[src/rtl/lsu_lane_pkg.sv]
package lsu_lane_pkg;
    localparam int XLEN  = 32;
    localparam int LANES = XLEN / 8;
    localparam int LW    = $clog2(LANES);

    typedef enum logic [1:0] {
        SZ_BYTE = 2'b00,
        SZ_HALF = 2'b01,
        SZ_WORD = 2'b10,
        SZ_BAD  = 2'b11
    } acc_size_e;

    typedef struct packed {
        logic [XLEN-1:0] load_data;
        logic            load_valid;
        logic            err;
    } rsp_state_t;
endpackage

[src/rtl/lsu_addr_gen.sv]
module lsu_addr_gen
    import lsu_lane_pkg::*;
#(
    parameter int ADDR_W = 32,
    parameter int OFF_W  = 16
) (
    input  logic [ADDR_W-1:0] base,
    input  logic [OFF_W-1:0]  disp,
    input  logic [1:0]        size,
    output logic [ADDR_W-1:0] word_addr,
    output logic [LW-1:0]     lane,
    output logic              misaligned
);
    localparam int EXT_W = ADDR_W - OFF_W;

    logic [ADDR_W-1:0] eff_d;

    always_comb begin
        eff_d     = base + {{EXT_W{disp[OFF_W-1]}}, disp};
        lane      = eff_d[LW-1:0];
        word_addr = {eff_d[ADDR_W-1:LW], {LW{1'b0}}};
        case (size)
            SZ_BYTE: misaligned = 1'b0;
            SZ_HALF: misaligned = eff_d[0];
            SZ_WORD: misaligned = |eff_d[LW-1:0];
            default: misaligned = 1'b1;
        endcase
    end
endmodule

[src/rtl/lsu_load_extract.sv]
module lsu_load_extract
    import lsu_lane_pkg::*;
(
    input  logic [XLEN-1:0] word,
    input  logic [LW-1:0]   lane,
    input  logic [1:0]      size,
    input  logic            zext,
    output logic [XLEN-1:0] result
);
    logic [7:0]  lane_byte [LANES];
    logic [7:0]  pick_b;
    logic [15:0] pick_h;

    for (genvar g = 0; g < LANES; g++) begin : g_lane
        assign lane_byte[g] = word[XLEN-1-8*g -: 8];
    end

    always_comb begin
        pick_b = lane_byte[lane];
        pick_h = {lane_byte[{lane[LW-1], 1'b0}], lane_byte[{lane[LW-1], 1'b1}]};
        case (size)
            SZ_BYTE: result = zext ? {{(XLEN-8){1'b0}}, pick_b}
                                   : {{(XLEN-8){pick_b[7]}}, pick_b};
            SZ_HALF: result = zext ? {{(XLEN-16){1'b0}}, pick_h}
                                   : {{(XLEN-16){pick_h[15]}}, pick_h};
            SZ_WORD: result = word;
            default: result = '0;
        endcase
    end
endmodule

[src/rtl/lsu_store_lanes.sv]
module lsu_store_lanes
    import lsu_lane_pkg::*;
(
    input  logic [XLEN-1:0]  src,
    input  logic [LW-1:0]    lane,
    input  logic [1:0]       size,
    input  logic             allow,
    output logic [XLEN-1:0]  wdata,
    output logic [LANES-1:0] be
);
    logic [LANES-1:0] be_raw;

    always_comb begin
        case (size)
            SZ_BYTE: begin
                wdata  = {LANES{src[7:0]}};
                be_raw = LANES'(1) << (LANES - 1 - int'(lane));
            end
            SZ_HALF: begin
                wdata  = {(LANES/2){src[15:0]}};
                be_raw = lane[LW-1] ? LANES'(4'b0011) : LANES'(4'b1100);
            end
            SZ_WORD: begin
                wdata  = src;
                be_raw = '1;
            end
            default: begin
                wdata  = src;
                be_raw = '0;
            end
        endcase
        be = allow ? be_raw : '0;
    end
endmodule

[src/rtl/lsu_lane_align.sv]
module lsu_lane_align
    import lsu_lane_pkg::*;
#(
    parameter int ADDR_W = 32,
    parameter int OFF_W  = 16
) (
    input  logic              clk,
    input  logic              rst_n,
    input  logic              req_valid,
    input  logic              req_write,
    input  logic [ADDR_W-1:0] base_addr,
    input  logic [OFF_W-1:0]  offset,
    input  logic [1:0]        acc_size,
    input  logic              is_unsigned,
    input  logic [XLEN-1:0]   store_data,
    input  logic [XLEN-1:0]   mem_rdata,
    output logic [ADDR_W-1:0] mem_addr,
    output logic [XLEN-1:0]   mem_wdata,
    output logic [LANES-1:0]  mem_be,
    output logic [XLEN-1:0]   load_data,
    output logic              load_valid,
    output logic              misalign_err
);
    logic [LW-1:0]   lane;
    logic            bad;
    logic [XLEN-1:0] extracted;
    rsp_state_t      st_d, st_q;

    lsu_addr_gen #(.ADDR_W(ADDR_W), .OFF_W(OFF_W)) u_addr (
        .base       (base_addr),
        .disp       (offset),
        .size       (acc_size),
        .word_addr  (mem_addr),
        .lane       (lane),
        .misaligned (bad)
    );

    lsu_load_extract u_load (
        .word   (mem_rdata),
        .lane   (lane),
        .size   (acc_size),
        .zext   (is_unsigned),
        .result (extracted)
    );

    lsu_store_lanes u_store (
        .src   (store_data),
        .lane  (lane),
        .size  (acc_size),
        .allow (req_valid && req_write && !bad),
        .wdata (mem_wdata),
        .be    (mem_be)
    );

    always_comb begin
        st_d            = '0;
        st_d.load_valid = req_valid && !req_write;
        st_d.err        = req_valid && bad;
        if (req_valid && !req_write && !bad) begin
            st_d.load_data = extracted;
        end
    end

    always_ff @(posedge clk) begin
        if (!rst_n) begin
            st_q <= '0;
        end else begin
            st_q <= st_d;
        end
    end

    assign load_data    = st_q.load_data;
    assign load_valid   = st_q.load_valid;
    assign misalign_err = st_q.err;


    be_blocked_on_misalign_chk: assert property (@(posedge clk) disable iff (!rst_n)
        (req_valid && bad) |-> (mem_be == '0));


    be_idle_on_read_chk: assert property (@(posedge clk) disable iff (!rst_n)
        (!req_valid || !req_write) |-> (mem_be == '0));


    byte_be_onehot_chk: assert property (@(posedge clk) disable iff (!rst_n)
        (req_valid && req_write && !bad && acc_size == SZ_BYTE) |-> ($countones(mem_be) == 1));


    valid_after_load_chk: assert property (@(posedge clk) disable iff (!rst_n)
        (req_valid && !req_write) |=> load_valid);


    err_after_misalign_chk: assert property (@(posedge clk) disable iff (!rst_n)
        (req_valid && bad) |=> misalign_err);


    quiet_after_idle_chk: assert property (@(posedge clk) disable iff (!rst_n)
        !req_valid |=> (!load_valid && !misalign_err));


    zero_on_bad_load_chk: assert property (@(posedge clk) disable iff (!rst_n)
        (req_valid && !req_write && bad) |=> (load_data == '0));
endmodule

[config.mk]
export PLATFORM = sky130hd
export DESIGN_NAME = lsu_lane_align
export DESIGN_NICKNAME = d
export VERILOG_FILES = /design/src/rtl/lsu_lane_pkg.sv /design/src/rtl/lsu_addr_gen.sv /design/src/rtl/lsu_load_extract.sv /design/src/rtl/lsu_store_lanes.sv /design/src/rtl/lsu_lane_align.sv
export SDC_FILE = /design/constraint.sdc
export NUM_CORES = 1
export LEC_CHECK = 0
export ABC_AREA = 1
export ABC_CLOCK_PERIOD_IN_PS = 2800
export BUFFER_PORTS_ARGS = -buffer_cell sky130_fd_sc_hd__buf_2
export CAP_MARGIN = 20
export CELL_PAD_IN_SITES_DETAIL_PLACEMENT = 2
export CELL_PAD_IN_SITES_GLOBAL_PLACEMENT = 2
export CORE_MARGIN = 2
export CORE_UTILIZATION = 22
export DETAILED_ROUTE_END_ITERATION = 6
export MAX_ROUTING_LAYER = met4
export PLACE_DENSITY = 0.85
export REMOVE_ABC_BUFFERS = 1
export SYNTH_ARGS = -nofsm -noshare
export SYNTH_HDL_FRONTEND = slang
export SYNTH_HIERARCHICAL = 1
export SYNTH_SLANG_ARGS = --single-unit
[constraint.sdc]
create_clock -name clk -period 2.8 [get_ports clk]
set_input_delay 0.56 -clock clk [delete_from_list [all_inputs] [get_ports clk]]
set_output_delay 0.56 -clock clk [all_outputs]
set_load 0.03 [all_outputs]
==> results of run 1 <==
-- cells in the mapped netlist --
master,instances,share of area
nand2_1,409,0.32
a21oi_1,27,0.028
buf_2,8,0.0083
a21boi_0,1,0.0016
xor2_1,14,0.025
nand3_2,5,0.010
dfxtp_1,34,0.14
nand2_2,26,0.034
nand3_1,40,0.042
nand2_4,1,0.0023
a21o_1,1,0.0016
fa_1,1,0.0042
nor3_1,3,0.0031
o21bai_1,2,0.0031
nor3_2,2,0.0042
a21oi_2,1,0.0018
inv_1,173,0.13
nor2_4,4,0.0094
nand4_1,4,0.0052
inv_2,9,0.0070
nor2_2,15,0.019
o21ai_0,11,0.011
or2_4,1,0.0018
nor2_1,79,0.062
conb_1,1,0.00078
buf_6,6,0.014
xnor2_1,2,0.0036
a22oi_1,1,0.0016
ha_1,31,0.081
buf_4,12,0.019
-- critical path, cell delays in order --
cell and delay, ps:
buf_2 130, ha_4 170, fa_2 480, o21ai_1 160, nand2_1 100, nor2_2 150
inv_1 90, nor2_1 140, buf_2 240
-- stage by stage --
step	instance area (sq um)	setup WS [ps]	hold slack (ps)
after detailed placement	6366	-189.0	790.3
after global routing	6799	-77.13	500.3
final	6799	30.73	497.9
after CTS	6560	-17.42	489.5
after global placement	6366	-65.45	785.0
after floorplan	4619	-81.71	638.1
-- cells by family after synthesis --
logic type      synth area share
flops                     0.1414
simple gates              0.5118
xor+xnor                 0.02911
fa+ha+maj                0.08474
compound gates           0.04913
buf+inv                   0.1830
other cells            0.0007791
-- power by group through the flow --
stage | sequential [uW] | clock (uW) | combinational (uW)
global route | 495 | 599 | 1680
global placement | 504 | 0 | 1400
CTS | 494 | 583 | 1480
detailed placement | 505 | 0 | 1450
finish | 494 | 569 | 1530
floorplan | 520 | 0 | 868
-- repair_timing --
item,CTS,global route
buffers inserted,1,0
gates resized for setup,14,61
pin swaps,2,3
cloned,0,0
endpoints found under the setup margin,20,23
-- worst min-delay path by stage --
stage	startpoint	end	slack [ps]	cells past startpoint
2_1_floorplan	req_write	load_valid	640	1
3_3_place_gp	req_write	load_valid	790	2
3_5_place_dp	req_write	load_valid	790	2
4_1_cts	req_write	load_valid	490	2
5_1_grt	req_write	load_valid	500	2
6_report	req_write	load_valid	500	2
-- area by class of cell --
cell class | count | area, sq um
Timing Repair Buffer | 258 | 1433
Tap cell | 280 | 350.3
Clock buffer | 6 | 138.9
Multi-Input combinational cell | 683 | 3498
Inverter | 182 | 683.2
Fill cell | 2834 | 14820
Clock inverter | 2 | 12.51
Antenna cell | 1 | 2.502
Sequential cell | 34 | 680.7
-- metal layers --
layer	up-vias	part of all wire	wire length, um
met1	3074	0.43	9654
met3	34	0.034	782
met4	0	0.022	493
li1	3199	-	-
met5	-	0	0
met2	147	0.52	11740
-- sequential cells by signal (all words and copies together) (netlist names) --
register,cells
load_data,32
misalign_err,1
load_valid,1
==> metrics.md, run 1 <==
| Metric | Value |
|---|---|
| Clock share of power | 0.219 |
| Global route overflow | 0 |
| Vias in the first global route | 6928 |
| P_sw | 1235 uW |
| Wirelength per Cell | 15.68 um |
| CORE AREA | 0.02162 sq mm |
| GRT Total Usage | 0.1898 |
| CTS sink count | 34 |
| First-pass GRT wire length | 35200 um |
| Total iterations of the first detailed-routing run | 4 |
| Depth of the CTS H-tree | 2 |
| Critical Path Fanout Max | 6 |
| Total power | 2595 uW |
| FP Rows | 54 |
| Crit path launch | base_addr[0] |
| RD Place Congestion | 0.8720 |
| Max Clk Rate | 361.1 MHz |
| MaxCap Viol Count | 0 |
| Hold Crit Class | input port to flip-flop |
| Worst Path Required | 2240 ps |
| Logic pwr share | 0.590 |
| Max Root-Sink Buffers | 2 |
| Avg Vias per Cell | 4.463 |
| Largest net degree at the start of global routing | 33 |
| Critical Path AT | 2210 ps |
| Setup TNS | 0 ps |
| Status | finished clean |
| DP HPWL | 18860 um |
| Share of layout cells above drive strength 1 | 0.3313 |
| # DRC | 0 |
| Synth Cell Area | 0.004813 sq mm |
| Antenna violations before repair | 1 |
| Maximum VDD drop | 0.1876 mV |
| Post-synthesis average cell area | 5.209 sq um |
| Sequential Power Share | 0.190 |
| Fin crit share | 0.9890 |
| #FFs+latches synth | 34 |
| Finish-stage setup viols | 0 |
| Root Buffer Master | clkbuf_16 |
| Final Critical Period | 2769 ps |
| Initial Util | 0.2226 |
| CTS tree | done |
| Hold_buf cts | 0 |
| Setup crit end | mem_be[0] |
| Leakage | 0.004250 uW |
| Die Ht | 151.9 um |
| Post-synthesis sequential area ratio | 0.1414 |
| Die width | 151.9 um |
| Worst slew margin | 0.6040 |
| Cells after synthesis | 924 |
| Cell variety after synth | 30 |
| Die area | 0.02308 sq mm |
| Layout area overhead | 41.25% |
| Pwr/cell area | 381.7 mW/mm^2 |
| Layout Nets | 1315 |
| Top Usage Layer GRT | met2 |
| RSZ-0062 raised after global routing | yes |
| Final std cells w/o fill | 1446 |
| Initial DRC Count | 129 |
| Startpoint types | input port |
| Top Ports | 221 |
| CTS clk-pin slew, worst paths | 60 ps |
| I/O Buffers | 218 |
| Fin. Hold Viols | 0 |
| Ys Warns | 6 |
| Cell-internal power | 1359 uW |
| Critical path capture point type | output pin |
| Via count | 6454 |
| Crit path kind | input port to output pin |
| Most frequent cells in the layout | nand2_1, buf_2, inv_1, nor2_1, buf_4 |
| Commonest non-fill, non-tap cell in the layout | nand2_1 |
| Slew Limit Fails | 0 |
| Worst Tran Pin Value | 594.0 ps |
| Met3 Use GR | 0.01740 |
| M1 GR Usage | 0.2277 |
| GR met2 Demand/Resource | 0.3428 |
| Final wirelength | 22670 um |
| Sw Share | 0.4761 |
| ANT nets after route | 0 |
| Core Util, Final | 0.3145 |
| Placed cells | 1436 |
| TritonCTS buffer count | 5 |
Note: power is estimated with default switching activity, not from simulation.
==> inputs of run 2 (changes only) <==
Settings changed: ABC_CLOCK_PERIOD_IN_PS 2800 to 3200, CORE_ASPECT_RATIO from default to 1.75, CORE_UTILIZATION 22 to 24, PLACE_DENSITY 0.85 to 0.91.
Clock period 2.8 ns to 3.2 ns, I/O delays scaled along.
==> run 2 against run 1 <==
Compared with the run above: clock power shrank 5.6%; sequential power is 13% lower; power is 14% lower; utilization increased by 0.44 points; final cell count shrank 4.5%; first-iteration DRC count rose by 42%; clock-buffer cell count rose by 1.
==> metrics.md, run 2 (synthesis results as in run 1) <==
| Metric | Value |
|---|---|
| Worst Path Required | 2560 ps (was 2240 ps) |
| Startpoint types | input port (unchanged) |
| CTS tree | done (unchanged) |
| Hold Crit Class | input port to flip-flop (unchanged) |
| Max Clk Rate | 316.8 MHz |
| Leakage | 0.004086 uW (was 0.004250 uW) |
| Share of layout cells above drive strength 1 | 0.2760 (was 0.3313) |
| Final hold slack | 555.9 ps (was 497.9 ps) |
| Die width | 111.1 um (was 151.9 um) |
| Core Util, Final | 0.3189 (was 0.3145) |
| Total iterations of the first detailed-routing run | 4 (unchanged) |
| Cell family with most CP delay | adder cells (unchanged) |
| Layout Nets | 1284 (was 1315) |
| Worst path depth | 9 (unchanged) |
| Commonest non-fill, non-tap cell in the layout | nand2_1 (unchanged) |
| Wirelength per Cell | 17.77 um (was 15.68 um) |
| Layout area overhead | 30.78% (was 41.25%) |
| Critical Path AT | 2520 ps (was 2210 ps) |
| FILL cells | 2579 (was 2834) |
| I/O Buffers | 218 (unchanged) |
| Area of the multi-input gates | 0.003293 sq mm (was 0.003498 sq mm) |
| RD Place Congestion | 0.9615 (was 0.8720) |
| GRT Total Usage | 0.2340 (was 0.1898) |
| Critical Path Fanout Max | 5 (was 6) |
| Root Buffer Master | clkbuf_16 (unchanged) |
| Setup TNS | 0 ps (unchanged) |
| MaxCap Viol Count | 0 (unchanged) |
| Worst slew margin | 0.3327 (was 0.6040) |
| Hold path depth | 2 (unchanged) |
| Finish-stage setup viols | 0 (unchanged) |
| Maximum VDD drop | 0.4804 mV (was 0.1876 mV) |
| Largest net degree at the start of global routing | 33 (unchanged) |
| Largest register FFs | 32 (unchanged) |
| Top Ports | 221 (unchanged) |
| Status | finished clean (unchanged) |
| Avg Vias per Cell | 4.718 (was 4.463) |
| Worst Tran Pin Value | 997.3 ps (was 594.0 ps) |
| Global route overflow | 0 (unchanged) |
| Die Ht | 191.3 um (was 151.9 um) |
| Crit path launch | base_addr[0] (unchanged) |
| FP Rows | 68 (was 54) |
| Fin. Hold Viols | 0 (unchanged) |
| CORE AREA | 0.01974 sq mm (was 0.02162 sq mm) |
| DP HPWL | 20330 um (was 18860 um) |
| Final Critical Period | 3156 ps |
| CTS clk-pin slew, worst paths | 70 ps (was 60 ps) |
| Seq. cell area | 680.7 sq um (unchanged) |
| Critical-path top delay cell | fa_2 (unchanged) |
| TritonCTS buffer count | 5 (unchanged) |
| Antenna violations before repair | 2 (was 1) |
| ANT nets after route | 0 (unchanged) |
| Max incr delay on CP | 500 ps (was 480 ps) |
| # DRC | 0 (unchanged) |
| WP buf/inv | 3 (unchanged) |
| Hold Startpoint | req_write (unchanged) |
| Setup crit end | mem_be[1] (was mem_be[0]) |
| Depth of the CTS H-tree | 2 (unchanged) |
| Initial DRC Count | 183 (was 129) |
| Pwr/cell area | 353.0 mW/mm^2 (was 381.7 mW/mm^2) |
| Slew Limit Fails | 0 (unchanged) |
| Most frequent CP cell | nor2_1 (was buf_2) |
| Fin crit share | 0.9864 |
| Critical path capture point type | output pin (unchanged) |
| Vias in the first global route | 7315 (was 6928) |
| Die area | 0.02125 sq mm (was 0.02308 sq mm) |
| Via count | 6515 (was 6454) |
| Hold_buf cts | 0 (unchanged) |
| Most frequent cells in the layout | nand2_1, buf_2, inv_1, nor2_1, nand3_1 (was nand2_1, buf_2, inv_1, nor2_1, buf_4) |
| Crit-path cells | buf_2 > ha_2 > fa_2 > o21ai_0 > nand2_1 > nor2_1 > inv_1 > nor2_1 > buf_4 (was buf_2 > ha_4 > fa_2 > o21ai_1 > nand2_1 > nor2_2 > inv_1 > nor2_1 > buf_2) |
| First-pass GRT wire length | 37910 um (was 35200 um) |
| CTS sink count | 34 (unchanged) |
| Max Root-Sink Buffers | 2 (unchanged) |
| Final wirelength | 24550 um (was 22670 um) |
| Crit path kind | input port to output pin (unchanged) |
| Initial Util | 0.2439 (was 0.2226) |
| RSZ-0062 raised after global routing | yes (unchanged) |
[run 2: what timing repair did]
item	in CTS	in global routing
endpoints found under the hold margin	0	0
gates resized for setup	2	16
buffers inserted	0	0
endpoints found under the setup margin	2	13
[run 2: worst min-delay path by stage]
stage | end | slack (ps)
after global placement | load_valid | 860
final | load_valid | 560
after detailed placement | load_valid | 880
after floorplan | load_valid | 720
after global routing | load_valid | 560
after CTS | load_valid | 550
[run 2: report_power, final]
group	total, uW	leakage, uW	internal, uW	switching, uW
logic	1250	0.00374	378	876
clock network	537	0.0000739	310	227
registers	432	0.000275	430	2.24
[run 2: per-layer routing]
metal | wire, um | track usage
met5 | 0 | -
met4 | 856 | 0.1011
met3 | 1040 | 0.02283
met2 | 13910 | 0.4748
met1 | 8738 | 0.2197
[run 2: cell type report]
type                    instances  share of cell area
multi-input cells             683              0.5232
clock buffers                   7             0.02266
diodes                          2           0.0007951
inverters                     182              0.1085
clock inverters                 1           0.0007951
repair buffers                227              0.1872
flip-flops and latches         34              0.1081
well taps                     245             0.04870
[run 2: stage by stage]
step                      worst slack (ps)  instances  cell area [sq um]  total power, uW
after detailed placement            -17.94       1371               6097             1675
after CTS                            29.76       1379               6250             2237
after global placement               71.66       1371               6097             1627
after global routing                -27.83       1381               6295             2350
after floorplan                      158.3        899               4619             1214
final                                43.59       1381               6295             2222
==> inputs of run 3 (changes only) <==
Settings changed: CELL_PAD_IN_SITES_DETAIL_PLACEMENT 2 to 1, CELL_PAD_IN_SITES_GLOBAL_PLACEMENT 2 to 1, CORE_UTILIZATION 24 to 33, PLACE_DENSITY 0.91 to 0.95.
==> run 3 against run 2 <==
Compared with the run above: utilization increased by 11 points; worst hold slack better by 13 ps; clock power shrank 13%; sequential share of layout area up 0.23 points; critical endpoint is now mem_addr[26]; largest power group unchanged; highest routed layer unchanged.
==> metrics.md, run 3 (synthesis results as in run 1) <==
| Metric | Value |
|---|---|
| Status | finished clean (unchanged) |
| Hold Crit Class | input port to flip-flop (unchanged) |
| Total setup buffers inserted after CTS | 0 (unchanged) |
| Antenna violations before repair | 2 (unchanged) |
| Final wirelength | 21630 um (was 24550 um) |
| Leakage | 0.004081 uW (was 0.004086 uW) |
| Max Clk Rate | 327.3 MHz (was 316.8 MHz) |
| Die area | 0.01561 sq mm (was 0.02125 sq mm) |
| Critical path capture point type | output pin (unchanged) |
| Max Root-Sink Buffers | 2 (unchanged) |
| Startpoint types | input port (unchanged) |
| Hold_buf cts | 0 (unchanged) |
| Most frequent cells in the layout | nand2_1, buf_2, inv_1, nor2_1, nand3_1 (unchanged) |
| RD Place Congestion | 0.9778 (was 0.9615) |
| CTS clk-pin slew, worst paths | 50 ps (was 70 ps) |
| Critical Path Fanout Max | 17 (was 5) |
| MaxCap Viol Count | 0 (unchanged) |
| Die width | 95.30 um (was 111.1 um) |
| TritonCTS buffer count | 5 (unchanged) |
| Critical Path AT | 2420 ps (was 2520 ps) |
| Final hold slack | 568.8 ps (was 555.9 ps) |
| Worst Path Required | 2560 ps (about the same) |
| Crit path kind | input port to output pin (unchanged) |
| Crit-path cells | clkbuf_4 > ha_1 > nand2_1 > nor2_1 > nand2_1 > nor2_1 > nand2_1 > nand3_1 > nand2_1 > nand2_1 > buf_2 (was buf_2 > ha_2 > fa_2 > o21ai_0 > nand2_1 > nor2_1 > inv_1 > nor2_1 > buf_4) |
| Smallest setup slack after layout | 144.3 ps (was 43.59 ps) |
| Die Ht | 163.8 um (was 191.3 um) |
| Worst slew margin | 0.5623 (was 0.3327) |
| Core Util, Final | 0.4313 (was 0.3189) |
| Depth of the CTS H-tree | 2 (unchanged) |
| CORE AREA | 0.01430 sq mm (was 0.01974 sq mm) |
| Most frequent CP cell | nand2_1 (was nor2_1) |
| Root Buffer Master | clkbuf_16 (unchanged) |
| Maximum VDD drop | 0.2407 mV (was 0.4804 mV) |
| Slew Limit Fails | 0 (unchanged) |
| Worst Tran Pin Value | 656.6 ps (was 997.3 ps) |
| Largest register FFs | 32 (unchanged) |
| DP HPWL | 17570 um (was 20330 um) |
| Initial DRC Count | 222 (was 183) |
| CTS tree | done (unchanged) |
| Critical-path top delay cell | ha_1 (was fa_2) |
| Final Critical Period | 3056 ps (was 3156 ps) |
| ANT nets after route | 0 (unchanged) |
| Layout Nets | 1282 (was 1284) |
| Total iterations of the first detailed-routing run | 5 (was 4) |
| Share of layout cells above drive strength 1 | 0.2688 (was 0.2760) |
| Pre-CTS WS | 61.01 ps (was -17.94 ps) |
| FP Rows | 58 (was 68) |
| FILL cells | 2134 (was 2579) |
| Initial Util | 0.3367 (was 0.2439) |
| Fin crit share | 0.9549 (was 0.9864) |
| Pwr/cell area | 344.3 mW/mm^2 (was 353.0 mW/mm^2) |
| Wirelength per Cell | 16.47 um (was 17.77 um) |
| Max incr delay on CP | 450 ps (was 500 ps) |
| Global route overflow | 0 (unchanged) |
| Avg Vias per Cell | 4.923 (was 4.718) |
| I/O Buffers | 218 (unchanged) |
| CTS-repair resized insts | 0 (was 2) |
| Fin. Hold Viols | 0 (unchanged) |
| Vias in the first global route | 6713 (was 7315) |
| Top Ports | 221 (unchanged) |
| Layout area overhead | 28.10% (was 30.78%) |
| Via count | 6464 (was 6515) |
| CTS sink count | 34 (unchanged) |
| Commonest non-fill, non-tap cell in the layout | nand2_1 (unchanged) |
| # DRC | 0 (unchanged) |
| GRT Total Usage | 0.2812 (was 0.2340) |
| First-pass GRT wire length | 33180 um (was 37910 um) |
| Finish-stage setup viols | 0 (unchanged) |
| Largest net degree at the start of global routing | 33 (unchanged) |
## run 3: changes by cell type in the layout (fill, tap and decap cells not counted), sizes merged
cell and delta:
clkinv +1, clkbuf -2, buf -2
## run 3: cell type report
cell class,count,area (sq um),area share
multi-input cells,683,3276,0.5313
inverters,182,683.2,0.1108
diodes,2,5.005,0.0008117
well taps,180,225.2,0.03653
repair buffers,225,1161,0.1883
clock inverters,2,10.01,0.001623
flip-flops and latches,34,680.7,0.1104
clock buffers,5,125.1,0.02029
## run 3: critical path: cells and delay by family
kind                     cells  cell delay, ps
buffers and inverters        2             410
AND/OR/NAND/NOR              8             900
adder cells (fa/ha/maj)      1             450
## run 3: final timing paths
kind | start | endpoint | slack, ps | cells past startpoint
max | offset[15] | mem_addr[26] | 140 | 11
min | req_write | load_valid | 570 | 2
## run 3: stage by stage
step / TNS (ps) / total power, uW / instance area, sq um / std cells
after detailed placement: 0 / 1634 / 6001 / 1304
after floorplan: 0 / 1214 / 4619 / 899
after CTS: 0 / 2120 / 6136 / 1311
after global routing: -22.63 / 2255 / 6166 / 1313
final: 0 / 2123 / 6166 / 1313
after global placement: 0 / 1603 / 6001 / 1304
## run 3: metal layers
layer	vias up	GRT usage	wire length, um
met3	62	0.03440	1390
met2	271	0.5519	12010
met4	0	0.1232	891
li1	3122	-	-
met1	3009	0.2621	7339
met5	-	-	0
## run 3: report_power, final
part	total, uW	switching (uW)	internal [uW]
Sequential	433	2.64	430
Clock	467	186	281
Combinational	1220	851	372
Total	2120	1040	1080
